**config.mk**
```make
export PLATFORM = sky130hd
export DESIGN_NAME = hexlink_tx
export DESIGN_NICKNAME = d
export VERILOG_FILES = /design/src/rtl/hexlink_pkg.sv /design/src/rtl/hexlink_charbuf.sv /design/src/rtl/hexlink_phase_timer.sv /design/src/rtl/hexlink_ctrl.sv /design/src/rtl/hexlink_tx.sv
export SDC_FILE = /design/constraint.sdc
export NUM_CORES = 1
export LEC_CHECK = 0
export BUFFER_PORTS_ARGS = -buffer_cell sky130_fd_sc_hd__buf_2
export CAP_MARGIN = 20
export CORE_ASPECT_RATIO = 0.6
export CORE_MARGIN = 1
export CORE_UTILIZATION = 59
export CTS_CLUSTER_DIAMETER = 120
export DETAILED_ROUTE_END_ITERATION = 8
export PLACE_DENSITY = 0.8
export REMOVE_ABC_BUFFERS = 1
export SLEW_MARGIN = 15
export SYNTH_ARGS = -nofsm -noshare
export SYNTH_HDL_FRONTEND = slang
export SYNTH_SLANG_ARGS = --single-unit
```
**constraint.sdc**
```tcl
create_clock -name clk -period 6.1 [get_ports clk]
set_input_delay 0 -clock clk [delete_from_list [all_inputs] [get_ports clk]]
set_output_delay 0 -clock clk [all_outputs]
set_load 0.1 [all_outputs]
```
**src/rtl/hexlink_pkg.sv**
```systemverilog
package hexlink_pkg;

  localparam int CHAR_W = 8;
  localparam int NIB_W  = 4;

  typedef enum logic [2:0] {
    ST_IDLE,
    ST_RST,
    ST_SETUP,
    ST_HIGH,
    ST_LOW
  } link_st_t;

  // ASCII hex digit to nibble; anything outside 0-9 / A-F yields zero
  function automatic logic [NIB_W-1:0] hex_nibble(input logic [CHAR_W-1:0] ch);
    logic [CHAR_W-1:0] t;
    if (ch >= 8'h30 && ch <= 8'h39) begin
      t = ch - 8'h30;
      return t[NIB_W-1:0];
    end else if (ch >= 8'h41 && ch <= 8'h46) begin
      t = ch - 8'h37;
      return t[NIB_W-1:0];
    end
    return '0;
  endfunction

endpackage

```
**src/rtl/hexlink_charbuf.sv**
```systemverilog
module hexlink_charbuf
  import hexlink_pkg::*;
#(
  parameter int NUM_CHARS = 32
) (
  input  logic                         clk,
  input  logic                         rst,
  input  logic                         wr_en,
  input  logic [CHAR_W-1:0]            wr_char,
  input  logic                         clr_ptr,
  output logic                         full,
  input  logic [$clog2(NUM_CHARS)-1:0] rd_addr,
  output logic [NIB_W-1:0]             rd_nib
);
  localparam int ADDR_W = $clog2(NUM_CHARS);
  localparam int PTR_W  = $clog2(NUM_CHARS + 1);

  logic [NIB_W-1:0] mem [NUM_CHARS];
  logic [PTR_W-1:0] wr_ptr;

  // no reset on the storage so it maps onto distributed RAM
  always_ff @(posedge clk) begin
    if (wr_en) mem[wr_ptr[ADDR_W-1:0]] <= hex_nibble(wr_char);
  end

  always_ff @(posedge clk) begin
    if (rst || clr_ptr) wr_ptr <= '0;
    else if (wr_en)     wr_ptr <= wr_ptr + 1'b1;
  end

  assign full   = (wr_ptr == PTR_W'(NUM_CHARS));
  assign rd_nib = mem[rd_addr];

endmodule

```
**src/rtl/hexlink_phase_timer.sv**
```systemverilog
module hexlink_phase_timer #(
  parameter int PHASE_CYC = 2
) (
  input  logic clk,
  input  logic rst,
  input  logic restart,
  output logic last
);
  localparam int CNT_W = $clog2(PHASE_CYC + 1);

  logic [CNT_W-1:0] cnt;

  always_ff @(posedge clk) begin
    if (rst || restart) cnt <= '0;
    else if (last)      cnt <= '0;
    else                cnt <= cnt + 1'b1;
  end

  assign last = (cnt == CNT_W'(PHASE_CYC - 1));

endmodule

```
**src/rtl/hexlink_ctrl.sv**
```systemverilog
module hexlink_ctrl
  import hexlink_pkg::*;
#(
  parameter int NUM_CHARS = 32
) (
  input  logic                         clk,
  input  logic                         rst,
  input  logic                         start,
  input  logic                         last,
  input  logic [NIB_W-1:0]             rd_nib,
  output logic [$clog2(NUM_CHARS)-1:0] rd_addr,
  output logic                         clr_ptr,
  output logic                         tmr_restart,
  output logic                         busy,
  output logic                         done,
  output logic                         link_rst,
  output logic                         link_en,
  output logic                         link_clk,
  output logic                         link_dat
);
  localparam int NBITS  = NUM_CHARS * NIB_W;
  localparam int BIT_W  = $clog2(NBITS);
  localparam int ADDR_W = $clog2(NUM_CHARS);

  link_st_t         st, nxt;
  logic [BIT_W-1:0] bit_idx, nxt_bit;
  logic             fin;
  logic             last_bit;
  logic [1:0]       sel;

  assign last_bit    = (bit_idx == BIT_W'(NBITS - 1));
  assign clr_ptr     = (st == ST_IDLE) && start;
  assign tmr_restart = (st == ST_IDLE);
  assign rd_addr     = nxt_bit[BIT_W-1 -: ADDR_W];
  assign sel         = nxt_bit[1:0];

  always_comb begin
    nxt     = st;
    nxt_bit = bit_idx;
    fin     = 1'b0;
    case (st)
      ST_IDLE: if (start) begin
        nxt     = ST_RST;
        nxt_bit = '0;
      end
      ST_RST:   if (last) nxt = ST_SETUP;
      ST_SETUP: if (last) nxt = ST_HIGH;
      ST_HIGH:  if (last) nxt = ST_LOW;
      ST_LOW: if (last) begin
        if (last_bit) begin
          nxt = ST_IDLE;
          fin = 1'b1;
        end else begin
          nxt     = ST_SETUP;
          nxt_bit = bit_idx + 1'b1;
        end
      end
      default: nxt = ST_IDLE;
    endcase
  end

  always_ff @(posedge clk) begin
    if (rst) begin
      st       <= ST_IDLE;
      bit_idx  <= '0;
      busy     <= 1'b0;
      done     <= 1'b0;
      link_rst <= 1'b0;
      link_en  <= 1'b0;
      link_clk <= 1'b0;
      link_dat <= 1'b0;
    end else begin
      st       <= nxt;
      bit_idx  <= nxt_bit;
      busy     <= (nxt != ST_IDLE);
      done     <= fin;
      link_rst <= (nxt == ST_RST);
      link_en  <= (nxt == ST_SETUP) || (nxt == ST_HIGH) || (nxt == ST_LOW);
      link_clk <= (nxt == ST_HIGH);
      if (nxt == ST_SETUP)                      link_dat <= rd_nib[sel];
      else if (nxt == ST_HIGH || nxt == ST_LOW) link_dat <= link_dat;
      else                                      link_dat <= 1'b0;
    end
  end

endmodule

```
**src/rtl/hexlink_tx.sv**
```systemverilog
module hexlink_tx
  import hexlink_pkg::*;
#(
  parameter int NUM_CHARS = 32,
  parameter int PHASE_CYC = 2
) (
  input  logic              clk,
  input  logic              rst,
  input  logic              in_valid,
  input  logic [CHAR_W-1:0] in_char,
  output logic              in_ready,
  input  logic              start,
  output logic              busy,
  output logic              done,
  output logic              link_rst,
  output logic              link_en,
  output logic              link_clk,
  output logic              link_dat
);
  localparam int ADDR_W = $clog2(NUM_CHARS);

  logic              full;
  logic              clr_ptr;
  logic              tmr_restart;
  logic              last;
  logic [ADDR_W-1:0] rd_addr;
  logic [NIB_W-1:0]  rd_nib;

  assign in_ready = !busy && !full;

  hexlink_charbuf #(.NUM_CHARS(NUM_CHARS)) u_buf (
    .clk     (clk),
    .rst     (rst),
    .wr_en   (in_valid && in_ready),
    .wr_char (in_char),
    .clr_ptr (clr_ptr),
    .full    (full),
    .rd_addr (rd_addr),
    .rd_nib  (rd_nib)
  );

  hexlink_phase_timer #(.PHASE_CYC(PHASE_CYC)) u_tmr (
    .clk     (clk),
    .rst     (rst),
    .restart (tmr_restart),
    .last    (last)
  );

  hexlink_ctrl #(.NUM_CHARS(NUM_CHARS)) u_ctrl (
    .clk         (clk),
    .rst         (rst),
    .start       (start),
    .last        (last),
    .rd_nib      (rd_nib),
    .rd_addr     (rd_addr),
    .clr_ptr     (clr_ptr),
    .tmr_restart (tmr_restart),
    .busy        (busy),
    .done        (done),
    .link_rst    (link_rst),
    .link_en     (link_en),
    .link_clk    (link_clk),
    .link_dat    (link_dat)
  );

endmodule

```
==> metrics, run 1 <==
I/O Buffers 18; Critical Path Fanout Max 37; biggest area consumer among synthesized cells edfxtp_1; final WL 16300 um; Synth Area in XOR/XNOR 0.388%; DRT antenna net count 0; status complete, no violations; Layout Nets 595; Clock Root Buffer clkbuf_16; Sink Count 152; Simple-Gate Fraction of Synth Area 15.5%; Mapped Area 0.00678 mm^2; Arr. time, crit path 4.32 ns; wire length per cell 22.5 um; buffer depth of the longest clock path 2; RSZ-0062 raised after global routing false; Compound-Gate Fraction of Synth Area 10.7%; pre-CTS WS 2.27 ns; slew margin rel. 27.3%; fraction of layout cells with a size suffix above 1 13.1%; Die W 140 um; # Max-Cap Violations 0; sequential share of the synthesized area 63.8%; EDFF count, synth 128; Avg Synthesized Cell Area 12.0 um^2; Die ar. 0.0119 mm^2; first-pass GRT wire length 25100 um; Post-Synthesis Cells 563; CP startpoint kind register; post-synthesis mux area share 4.19%; Area after DPL 0.00689 mm^2; GRT Residual Overflow 0; total CTS buffers 17; CTS H-tree lvls 4; total power 2.28 mW; FFs w/ async S/R, synth 0%; crit path kind register to register; all-layer global routing usage 29.1%; clock insertion delay at the later pin of the skew report 0.43 ns; Initial Utilization 62.5%; Pins Over Slew Limit 0; antenna violations before repair 0; IO Count 19; Via density 6.63; worst setup margin 2.07 ns; top-area cell type share of the netlist area 56.7%; period utilization 66.1%; final hold vios 0; total number of vias 4814; post-CTS setup buffers 0; # diodes 0; multi-input logic area 0.00222 mm^2; area delta synth->final 10.2%; top post-synthesis cells by area edfxtp_1, dfxtp_1, nand2_1; Final Cell Area 0.00747 mm^2; Primary FF master, synth edfxtp_1; DRC 0; CORE AREA 0.0108 mm^2; largest family of logic cells by synthesized area simple AND/OR/NAND/NOR gates; Synth Area in Adders 1.66%; Netlist cell types 71; fill cell count 736; final core occ 68.9%; max frequency 248 MHz; final setup vio count 0; CP Capture Type register; largest net degree at the start of global routing 39; pwr dens 306 mW/mm^2; worst-case vdd ir drop 0.232 mV; initial DRC count 721; Layout Skew 0.00866 ns; required time of the critical path 6.39 ns; Die Y 85.0 um; hpwl dp 10800 um; Pleak 2.52 nW; slew at the pin closest to its max-slew limit 1.09 ns; clock-pin slew on the worst setup and hold paths 0.06 ns; HP Class primary input to register; Worst R2R Setup Slack 2.07 ns; FF+latch area 0.00432 mm^2; TritonRoute pass-1 iters 5; setup total negative slack 0 ns; CTS tree done; min cycle time layout 4.03 ns; yosys warns 0; register bit total from synthesis 152; # rows 29; vias in the first global route 4468; Placer Congestion 0.924
## logic make-up (layout without fill, tap and decap cells)
kind of cell / after synthesis / after routing
AO/OA/AOI/OAI: 98 / 98
XOR/XNOR: 3 / 3
adder cells (fa/ha/maj): 9 / 9
buffers and inverters: 44 / 68
flip-flops: 152 / 152
multiplexers: 28 / 28
AND/OR/NAND/NOR: 229 / 229
## power breakdown
part | internal, mW | switching [mW] | leakage [nW]
logic | 0.0321 | 0.101 | 0.927
registers | 1.13 | 0.0112 | 1.34
clock network | 0.568 | 0.440 | 0.260
## per-stage QoR
step                instances  hold WS, ns
CTS                       726        0.123
floorplan                 530       0.0719
global route              726        0.172
finish                    726        0.139
global placement          693        0.346
detailed placement        693        0.345
## placed cells by master (no fill, tap or decap), drive strengths merged, types with 3 or more instances in the layout
master,n
ha,9
nor3,5
o21a,3
o22a,3
o2111ai,3
mux2,3
and2,5
dfxtp,24
clkbuf,17
buf,24
a22oi,3
a311oi,3
nand4,12
inv,18
o221ai,3
a21oi,24
nor2,63
a31oi,9
or3,4
and3,5
a221oi,3
nand3,31
nand3b,3
mux2i,25
nor4,3
o21ai,11
a211oi,8
nand2,85
clkinvlp,6
edfxtp,128
## per-layer routing
metal  GRT usage [%]  routed length (um)
met2            40.7                6810
met3            9.37                2240
met1            42.7                7000
met4            10.2                 271
met5               0                   0
## area by class of cell
type	count	area share, %
repair buffers	25	1.94
inverters	11	0.553
multi-input cells	367	29.7
clock inverters	15	1.89
clock buffers	17	5.70
flip-flops and latches	152	57.9
well taps	139	2.33
## flip-flops by register name, indices dropped and copies added, names as in the netlist
name             flops
u_ctrl.bit_idx       7
u_ctrl.link_dat      1
u_ctrl.link_clk      1
u_ctrl.done          1
u_ctrl.busy          1
u_ctrl.st            3
u_ctrl.link_rst      1
u_ctrl.link_en       1
u_buf.mem          128
u_buf.wr_ptr         6
u_tmr.cnt            2
## repair_timing
item,in CTS,in global routing
endpoints found under the hold margin,12,0
hold buffers,1,0
resized for setup,0,0
## worst paths after layout
path,depth (start not counted),end,startpoint
worst min-delay path,4,u_buf.wr_ptr[0],in_valid
worst max register to register,11,u_ctrl.link_dat,u_tmr.cnt[0]
worst max-delay path,11,u_ctrl.link_dat,u_tmr.cnt[0]
worst min register to register,1,u_tmr.cnt[0],u_tmr.cnt[0]
## worst max-delay path, cell delays in order, from the launching register on
cell	delay [ns]
dfxtp_1	0.33
ha_1	0.33
inv_1	0.18
o2111ai_2	0.41
and3_2	0.81
buf_4	0.45
a21oi_1	0.12
a221oi_1	0.36
a21oi_1	0.07
o211ai_1	0.33
a21oi_1	0.16
o41ai_2	0.33
## Yosys cell counts, drive strengths merged (3+ instances only)
cell type / number
nand3b: 3
dfxtp: 24
mux2: 3
clkbuf: 10
nand2: 85
buf: 23
or3: 4
ha: 9
o21a: 3
and2: 5
a211oi: 8
nor4: 3
a21oi: 24
edfxtp: 128
nand3: 31
o2111ai: 3
nand4: 12
inv: 11
o21ai: 11
nor3: 5
a311oi: 3
nor2: 63
mux2i: 25
o22a: 3
a31oi: 9
a221oi: 3
and3: 5
o221ai: 3
a22oi: 3
(Power assumes the default switching activity.)
==> inputs of run 2 (changes only) <==
ABC_AREA = 1   (was not set)
clock period = 3.81 ns   (was 6.1 ns; I/O delays follow)
==> run 2 against run 1 <==
Effect of this change:
- sequential power up 65%
- flip-flop and latch count unchanged
- routed wire length up 0.23%
- clock power up 72%
- maximum frequency up 38%
- utilization down 1.0 points
- sequential share of layout area down 1.5 points
- design area up 2.6%
- synthesized cell count up 19%
- combinational power rose to 8.0 times the previous value
- worst setup slack worse by 1.2 ns
- hold slack better by 0.046 ns
- largest power group unchanged
==> metrics, run 2 <==
status complete, no violations; area delta synth->final 12.1%; CP delay by family, top simple AND/OR/NAND/NOR gates; vias in the first global route 4841 (+8.3%); initial DRC count 695 (-3.6%); final setup vio count 0 (unchanged); CTS H-tree lvls 4 (unchanged); HP Class primary input to register; pre-CTS WS 0.982 ns (-1.29 ns); hpwl dp 10500 um (-2.8%); Layout Nets 707 (+19%); Worst Hold End u_ctrl.bit_idx[1]; EDFF count, synth 128 (unchanged); Die ar. 0.0120 mm^2 (+0.91%); Sink Count 152 (unchanged); Die Y 85.4 um (+0.45%); TritonRoute pass-1 iters 5 (unchanged); top post-synthesis cells by area edfxtp_1, nand3_1, nand2_1; required time of the critical path 4.17 ns (-2.22 ns); Critical Path Fanout Max 44 (+19%); clock insertion delay at the later pin of the skew report 0.43 ns (about the same); yosys warns 0 (unchanged); IO Count 19 (unchanged); non-filler cells, final 859 (+18%); Mapped Area 0.00684 mm^2 (+0.92%); FFs w/ async S/R, synth 0% (unchanged); wire length per cell 19.0 um (-15%); Placer Congestion 0.899 (-2.7%); commonest cells in the netlist nand3_1, nand2_1, edfxtp_1; period utilization 76.7% (+11 points); total CTS buffers 17 (unchanged); most frequent cells in the layout nand3_1, nand2_1, edfxtp_1, nor2_1, inv_1; first-pass GRT wire length 26100 um (+3.9%); final WL 16400 um (+0.23%); GRT Residual Overflow 0 (unchanged); Worst Reg-to-Reg Cells 17 (+6); # rows 30 (+3.4%); antenna violations before repair 0 (unchanged); hold path startpoint start; min cycle time layout 2.92 ns (-1.11 ns); Netlist cell types 36 (-49%); fraction of layout cells with a size suffix above 1 11.7% (-1.4 points); worst setup margin 0.888 ns (-1.18 ns); worst r2r dst u_ctrl.link_dat; max frequency 342 MHz (+38%); crit path kind register to register; Layout Skew 0.00978 ns (+0.00112 ns); worst reg2reg startpoint u_tmr.cnt[0]; slowest CP cell buf_4; clock-pin slew on the worst setup and hold paths 0.07 ns (about the same); placed insts 823 (+19%); Post-Synthesis Cells 668 (+19%); CORE AREA 0.0113 mm^2 (+4.1%); I/O Buffers 18 (unchanged); slew at the pin closest to its max-slew limit 0.724 ns (-0.367 ns); all-layer global routing usage 29.6% (+0.54 points); DRC 0 (unchanged); CP Capture Type register; register bit total from synthesis 152 (unchanged); crit-path most repeated cell nand3_1; commonest non-fill, non-tap cell in the layout nand3_1; slowest cell delay on critical path 0.49 ns (-0.32 ns); total number of vias 5259 (+9.2%); Avg Synthesized Cell Area 10.2 um^2 (-15%); CP startpoint kind register; slew margin rel. 51.6% (+24 points); Initial Utilization 60.5% (-1.9 points); Primary FF master, synth edfxtp_1; top-area cell type share of the netlist area 56.2% (-0.52 points); final hold vios 0 (unchanged); sequential share of the synthesized area 63.2% (-0.58 points); # diodes 0 (unchanged); # Max-Cap Violations 0 (unchanged); final core occ 67.9% (-1.0 points); Worst R2R Setup Slack 0.89 ns (-1.18 ns); pwr dens 611 mW/mm^2 (+100%); Hold Path Depth 4 (unchanged); Pins Over Slew Limit 0 (unchanged); biggest area consumer among synthesized cells edfxtp_1; buffer depth of the longest clock path 2 (unchanged); crit-path cells ha_1 > nand2_1 > nor2_1 > nor2_2 > nand3_4 > nand2_2 > buf_4 > nand2_1 > nand3_1 > nand3_1 > nand3_1 > nand3_1 > nand3_1 > nand2_1 > nand2_1 > nand3_2 > a21oi_2; Die W 141 um (+0.45%); CP Buf/Inv Count 1 (-1); largest net degree at the start of global routing 53 (+36%); post-CTS setup buffers 0 (unchanged); Pleak 2.89 nW (+14%); Clock Root Buffer clkbuf_16; Via density 6.12 (-7.7%); setup total negative slack 0 ns (unchanged); worst-case vdd ir drop 0.408 mV (+76%); max reg flops 128 (unchanged); CTS tree done; total power 4.69 mW (+110%); top-count cell post-synth nand3_1; RSZ-0062 raised after global routing false; Arr. time, crit path 3.28 ns (-1.04 ns); DRT antenna net count 0 (unchanged)
## run 2: cell types whose count changed after synthesis, moves of 5 or more
cell	delta
nand2_2	+7
nand3_1	+154
nor2_1	-10
clkbuf_1	-7
nand4_1	-10
mux2i_1	-25
nand2_1	+46
and3_1	-5
a21oi_1	-19
a211oi_1	-6
a31oi_1	-9
inv_1	+35
## run 2: routing by layer
metal  up-vias  routed length, um  global-route usage [%]
met2       373               6930                    41.7
met4         0                155                    8.70
met1      2491               7070                    43.5
met3        23               2210                    10.2
met5         -                  0                       0
li1       2372                  -                       -
## run 2: repair_timing
item                                   CTS  global route
hold buffers                             2             0
resized for setup                        0             0
endpoints found under the hold margin   13             0
## run 2: final cells by class
class,count,area [um^2]
Sequential cell,152,4320
Clock inverter,14,175
Multi-Input combinational cell,437,2150
Tap cell,160,200
Clock buffer,18,439
Inverter,50,188
Fill cell,803,3630
Timing Repair Buffer,28,193
## run 2: how the worst max path moves through the flow
stage	start	endpoint	slack, ns	cells after the start
after CTS	u_tmr.cnt[0]	u_ctrl.link_dat	0.95	17
final	u_tmr.cnt[0]	u_ctrl.link_dat	0.89	17
after global placement	u_tmr.cnt[1]	u_ctrl.link_dat	1.09	18
after detailed placement	u_tmr.cnt[1]	u_ctrl.link_dat	0.98	18
after global routing	u_tmr.cnt[1]	u_ctrl.link_dat	0.57	18
after floorplan	u_tmr.cnt[1]	u_ctrl.link_dat	0.75	18
## run 2: power breakdown
part           internal, mW  total (mW)  switching (mW)
combinational         0.271        1.06           0.788
clock                  1.01        1.74           0.731
sequential             1.84        1.88          0.0375
total                  3.13        4.69            1.56
## run 2: cell families after synthesis
kind of cell,synth area share [%]
xor+xnor,0.256
buf+inv,5.45
fa+ha+maj,1.65
compound gates,2.85
flops,63.2
simple gates,26.6
## run 2: tightest hold or removal path, stage by stage
cell and delay (ns):
buf_2 0.10, nand3_2 0.16, o211ai_1 0.19, nor2_1 0.11
## run 2: stage by stage
step                area, um^2  hold slack [ns]
finish                    7670            0.185
CTS                       7640            0.189
global route              7670            0.236
floorplan                 6660           0.0624
global placement          6990            0.327
detailed placement        7000            0.349
